[config.mk]
export PLATFORM = sky130hd
export DESIGN_NAME = alu8_dec
export DESIGN_NICKNAME = d
export VERILOG_FILES = /design/src/rtl/alu8_pkg.sv /design/src/rtl/alu8_decode.sv /design/src/rtl/alu8_bitops.sv /design/src/rtl/alu8_adder.sv /design/src/rtl/alu8_bcd.sv /design/src/rtl/alu8_dec.sv
export SDC_FILE = /design/constraint.sdc
export NUM_CORES = 1
export LEC_CHECK = 0
export CORE_ASPECT_RATIO = 1.75
export CORE_MARGIN = 4
export CORE_UTILIZATION = 53
export DETAILED_ROUTE_END_ITERATION = 10
export PLACE_DENSITY = 0.81
export SLEW_MARGIN = 20
export SYNTH_ARGS = -nofsm -noshare
export SYNTH_HDL_FRONTEND = slang
export SYNTH_HIERARCHICAL = 1
export SYNTH_SLANG_ARGS = --single-unit
[constraint.sdc]
create_clock -name vclk -period 4.7
set_input_delay 0.47 -clock vclk [all_inputs]
set_output_delay 0.47 -clock vclk [all_outputs]
set_load 0.01 [all_outputs]
[src/rtl/alu8_pkg.sv]
package alu8_pkg;

    localparam int DW     = 8;
    localparam int NIB    = 4;
    localparam int DIGITS = DW / NIB;

    typedef enum logic [3:0] {
        OP_LOAD,
        OP_AND,
        OP_OR,
        OP_XOR,
        OP_DEC,
        OP_BIN,
        OP_CMP,
        OP_SR,
        OP_SRL,
        OP_RR,
        OP_RRL,
        OP_HOLD
    } alu_op_e;

    typedef struct packed {
        logic [DW-1:0] val;
        logic          cy;
        logic          ov;
    } alu_res_t;

    // Map an instruction byte onto an internal operation.
    function automatic alu_op_e decode_op(input logic [7:0] opc);
        alu_op_e op;
        op = OP_HOLD;
        if (opc[7:6] == 2'b01 || opc[7:6] == 2'b11) begin
            case (opc[5:3])
                3'b000:  op = OP_LOAD;
                3'b010:  op = OP_AND;
                3'b011:  op = OP_OR;
                3'b100:  op = OP_XOR;
                3'b101:  op = OP_DEC;
                3'b110:  op = OP_BIN;
                3'b111:  op = OP_CMP;
                default: op = OP_HOLD;
            endcase
        end else if (opc[7:2] == 6'b000111) begin
            case (opc[1:0])
                2'b00:   op = OP_SR;
                2'b01:   op = OP_SRL;
                2'b10:   op = OP_RR;
                default: op = OP_RRL;
            endcase
        end
        return op;
    endfunction

    // One BCD digit with carry in; returns {carry_out, digit}.
    function automatic logic [NIB:0] bcd_digit(input logic [NIB-1:0] a,
                                               input logic [NIB-1:0] b,
                                               input logic           cin);
        logic [NIB:0] raw;
        logic [NIB:0] adj;
        raw = {1'b0, a} + {1'b0, b} + {{NIB{1'b0}}, cin};
        adj = raw + (NIB+1)'(6);
        if (raw > (NIB+1)'(9))
            return {1'b1, adj[NIB-1:0]};
        return {1'b0, raw[NIB-1:0]};
    endfunction

endpackage

[src/rtl/alu8_decode.sv]
module alu8_decode
    import alu8_pkg::*;
(
    input  logic [7:0] opcode_i,
    output alu_op_e    op_o
);
    always_comb op_o = decode_op(opcode_i);
endmodule

[src/rtl/alu8_bitops.sv]
module alu8_bitops
    import alu8_pkg::*;
#(
    parameter int W = DW
) (
    input  alu_op_e      op_i,
    input  logic [W-1:0] acc_i,
    input  logic [W-1:0] opnd_i,
    input  logic         cy_i,
    output logic [W-1:0] val_o,
    output logic         cy_o
);
    always_comb begin
        val_o = acc_i;
        cy_o  = cy_i;
        unique case (op_i)
            OP_LOAD: val_o = opnd_i;
            OP_AND:  val_o = acc_i & opnd_i;
            OP_OR:   val_o = acc_i | opnd_i;
            OP_XOR:  val_o = acc_i ^ opnd_i;
            OP_SR:   val_o = {1'b0, acc_i[W-1:1]};
            OP_SRL:  val_o = {cy_i, acc_i[W-1:1]};
            OP_RR:   val_o = {acc_i[0], acc_i[W-1:1]};
            OP_RRL: begin
                val_o = {cy_i, acc_i[W-1:1]};
                cy_o  = acc_i[0];
            end
            default: val_o = acc_i;
        endcase
    end
endmodule

[src/rtl/alu8_adder.sv]
module alu8_adder
    import alu8_pkg::*;
#(
    parameter int W = DW
) (
    input  logic         invert_i,
    input  logic [W-1:0] acc_i,
    input  logic [W-1:0] opnd_i,
    input  logic         cy_i,
    output alu_res_t     res_o
);
    logic [W-1:0] addend;
    logic [W:0]   total;

    always_comb begin
        addend     = invert_i ? ~opnd_i : opnd_i;
        total      = {1'b0, acc_i} + {1'b0, addend} + {{W{1'b0}}, cy_i};
        res_o.val  = total[W-1:0];
        res_o.cy   = total[W];
        res_o.ov   = (acc_i[W-1] == addend[W-1]) && (total[W-1] != acc_i[W-1]);
    end
endmodule

[src/rtl/alu8_bcd.sv]
module alu8_bcd
    import alu8_pkg::*;
#(
    parameter int ND = DIGITS
) (
    input  logic [ND*NIB-1:0] acc_i,
    input  logic [ND*NIB-1:0] opnd_i,
    input  logic              cy_i,
    output logic [ND*NIB-1:0] val_o,
    output logic              cy_o
);
    logic [ND:0] chain;
    assign chain[0] = cy_i;

    for (genvar g = 0; g < ND; g++) begin : g_digit
        logic [NIB:0] dsum;
        assign dsum = bcd_digit(acc_i[g*NIB +: NIB], opnd_i[g*NIB +: NIB], chain[g]);
        assign val_o[g*NIB +: NIB] = dsum[NIB-1:0];
        assign chain[g+1]          = dsum[NIB];
    end

    assign cy_o = chain[ND];
endmodule

[src/rtl/alu8_dec.sv]
module alu8_dec
    import alu8_pkg::*;
(
    input  logic [7:0]    opcode_i,
    input  logic [DW-1:0] acc_i,
    input  logic [DW-1:0] opnd_i,
    input  logic          cy_i,
    input  logic          ov_i,
    output logic [DW-1:0] acc_o,
    output logic          cy_o,
    output logic          ov_o
);
    alu_op_e       op;
    alu_res_t      bin_res;
    logic [DW-1:0] bit_val;
    logic          bit_cy;
    logic [DW-1:0] bcd_val;
    logic          bcd_cy;

    alu8_decode u_dec (
        .opcode_i (opcode_i),
        .op_o     (op)
    );

    alu8_bitops #(.W(DW)) u_bit (
        .op_i   (op),
        .acc_i  (acc_i),
        .opnd_i (opnd_i),
        .cy_i   (cy_i),
        .val_o  (bit_val),
        .cy_o   (bit_cy)
    );

    alu8_adder #(.W(DW)) u_add (
        .invert_i (op == OP_CMP),
        .acc_i    (acc_i),
        .opnd_i   (opnd_i),
        .cy_i     (cy_i),
        .res_o    (bin_res)
    );

    alu8_bcd #(.ND(DIGITS)) u_bcd (
        .acc_i  (acc_i),
        .opnd_i (opnd_i),
        .cy_i   (cy_i),
        .val_o  (bcd_val),
        .cy_o   (bcd_cy)
    );

    always_comb begin
        acc_o = bit_val;
        cy_o  = bit_cy;
        ov_o  = ov_i;
        case (op)
            OP_BIN, OP_CMP: begin
                acc_o = bin_res.val;
                cy_o  = bin_res.cy;
                ov_o  = bin_res.ov;
            end
            OP_DEC: begin
                acc_o = bcd_val;
                cy_o  = bcd_cy;
            end
            default: ;
        endcase
    end
endmodule

==> run_results.csv <==
group,metric,value,unit
timing,max_freq,0.193,GHz
logic_synthesis,yosys_warnings,6,
placement,dp_cells,427,
timing,worst_pin_slew,0.506,ns
finish,fillCellCount,313,
timing,max-slew-margin-rel,0.654,
timing,drv_slew,0,
critical_path,setup.worst_path.start_class,"input pin",
floorplan,die_w,59.0,um
critical_path,required,4.23,ns
finish,nNetsFinal,453,
finish,register_area,0,um2
power_and_ir_drop,power-per-cell-area,167,mW/mm2
logic_synthesis,synth_top_family_by_area,"compound AO/OA/AOI/OAI gates",
grt,grt_max_degree,68,
logic_synthesis,ys_seq_area_frac,0,
logic_synthesis,syn_avg_cell_area,7.81,um2
hold_path,hold_end,"cy_o",
grt,antenna_found_initial,0,
finish,final_common_cell,"buf_4",
placement,dpl.hpwl,5510,um
logic_synthesis,syn_area,0.00241,mm2
finish,n_antenna_cell,0,
finish,final_cell_area,0.00341,mm2
hold_path,worstHoldPathCells,7,
finish,drive_gt1_frac,0.320,
timing,setup_viol,4,
cts,holdBufCountCts,0,
timing,finalCriticalPeriod,5.19,ns
route,vias,2665,
route,first_iter_violations,132,
finish,nClkBuffers,0,
logic_synthesis,synth_cells,309,
floorplan,die_h,97.3,um
floorplan,num_io_pins,36,
timing,final_hold_viol_count,0,
logic_synthesis,synth_fa_ha_area_frac,0.231,
floorplan,core_region_area,0.00440,mm2
grt,track_usage,0.253,
power_and_ir_drop,ir_drop,0.165,mV
power_and_ir_drop,power,0.569,mW
timing,rsz0062_at_grt,"true",
hold_path,worstHoldStart,"cy_i",
finish,area.growth.synth_to_final,41.1,%
timing,fin_crit_sh,1.10,
hold_path,holdCritPathClass,"in2out",
route,drtPass1Iterations,4,
floorplan,rows,32,
logic_synthesis,synthMuxAreaShare,0.0715,
critical_path,end_kind,"output port",
route,vias_per_cell,6.13,
grt,grt_pass1_wl,11700,um
grt,grt_pass1_vias,2576,
placement,numPortBuffers,36,
logic_synthesis,synth_compound_area_frac,0.300,
timing,timing.final.ws_setup,-0.486,ns
critical_path,worstPathArrival,4.72,ns
placement,gp_congestion,0.962,
route,drcViolationCount,0,
floorplan,floorplan.initialDensity,0.548,
route,drtAntennaViolNets,0,
finish,final_cells,435,
grt,overflow,0,
outcome,violations,"setup timing",
power_and_ir_drop,p_leak,1.57,nW
run,drv_cap,0,
finish,final_cell_mix,"53 x buf_4, 33 x inv_1, 32 x ha_1, 23 x clkdlybuf4s50_1, 19 x nor2b_1",
route,wirelength,7450,um
floorplan,die_area,0.00574,mm2
logic_synthesis,synth-xor-area-share,0.0611,
finish,flops_and_latches,0,
outcome,outcome,"finished with violations",
placement,postPlaceCellArea,0.00315,mm2
route,wl_per_cell,17.1,um
critical_path,setup.worst_path.class,"in2out",
placement,place_ws,-1.19,ns
logic_synthesis,yosys.area_share.simple,0.224,
timing,holdWs,1.63,ns
logic_synthesis,synthesis.nets,376,
logic_synthesis,ys_types,74,
critical_path,cp_max_fo,3,
==> where the power goes <==
part | total [mW] | internal [mW] | switching [mW]
registers | 0 | 0 | 0
logic | 0.569 | 0.291 | 0.277
clock network | 0 | 0 | 0
total | 0.569 | 0.291 | 0.277
==> worst max path at each step <==
stage / from / endpoint / slack [ns] / cells after the start
3_3_place_gp: acc_i[0] / acc_o[6] / -1.04 / 19
4_1_cts: cy_i / acc_o[6] / -0.45 / 20
2_1_floorplan: acc_i[0] / acc_o[6] / -0.10 / 17
3_5_place_dp: acc_i[0] / acc_o[6] / -1.19 / 19
5_1_grt: cy_i / acc_o[5] / -0.60 / 20
6_report: cy_i / acc_o[6] / -0.49 / 20
==> critical path, stage by stage <==
cell	delay [ns]
buf_6	0.10
fa_2	0.40
fa_2	0.60
inv_4	0.06
ha_4	0.15
a21boi_2	0.14
o41a_1	0.37
fa_2	0.39
inv_2	0.07
fa_2	0.26
xnor2_4	0.10
ha_4	0.17
a22o_4	0.25
o31a_1	0.28
buf_4	0.15
mux2i_1	0.16
nor2b_2	0.18
a2111oi_2	0.04
a211oi_1	0.21
buf_2	0.17
==> cell families (layout without fill, tap and decap cells) <==
| kind of cell | after synthesis | count (layout) |
|---|---|---|
| AOI/OAI and AO/OA | 92 | 92 |
| xor gates and xnor gates | 16 | 16 |
| adders and majority gates | 41 | 41 |
| buffers and inverters | 57 | 132 |
| muxes | 16 | 16 |
| and+or+nand+nor | 87 | 87 |
==> Yosys cell counts, types with 4 or more instances <==
| master | n | area, um2 |
|---|---|---|
| a2111oi_0 | 11 | 96.3 |
| a211oi_1 | 9 | 67.6 |
| a21oi_1 | 11 | 55.1 |
| a221o_1 | 5 | 50.1 |
| buf_2 | 8 | 40.0 |
| buf_4 | 4 | 30.0 |
| fa_1 | 6 | 120 |
| ha_1 | 35 | 438 |
| inv_1 | 37 | 139 |
| mux2i_1 | 12 | 120 |
| nand2_1 | 5 | 18.8 |
| nand2b_1 | 12 | 75.1 |
| nor2_1 | 18 | 67.6 |
| nor2b_1 | 23 | 144 |
| o21a_1 | 4 | 30.0 |
| o21ai_0 | 5 | 25.0 |
| o31ai_1 | 10 | 75.1 |
| o32ai_1 | 6 | 52.6 |
| xnor2_1 | 7 | 61.3 |
| xor2_1 | 8 | 70.1 |
==> layer usage <==
layer / track usage / wire length, um / up-vias
li1: - / - / 1277
met1: 0.254 / 2530 / 1272
met2: 0.493 / 4340 / 91
met3: 0.0146 / 254 / 25
met4: 0.112 / 327 / 0
met5: 0 / 0 / -
==> area by class of cell <==
type / count / area [um2] / area share
inverters: 39 / 149 / 0.0437
multi-input cells: 252 / 2410 / 0.707
well taps: 51 / 63.8 / 0.0187
repair buffers: 93 / 785 / 0.230
==> repair_timing <==
action | in CTS | in global routing
endpoints found under the setup margin | 8 | 10
pin swaps | 22 | 12
gates resized for setup | 58 | 32
buffers inserted | 6 | 3
==> per-stage QoR <==
step | utilization | TNS (ns)
detailed placement | 0.716 | -5.49
floorplan | - | -0.235
global route | 0.774 | -2.36
global placement | 0.716 | -4.77
finish | 0.774 | -1.68
CTS | 0.741 | -1.83
No activity file was read; power rests on OpenSTA's default activity.
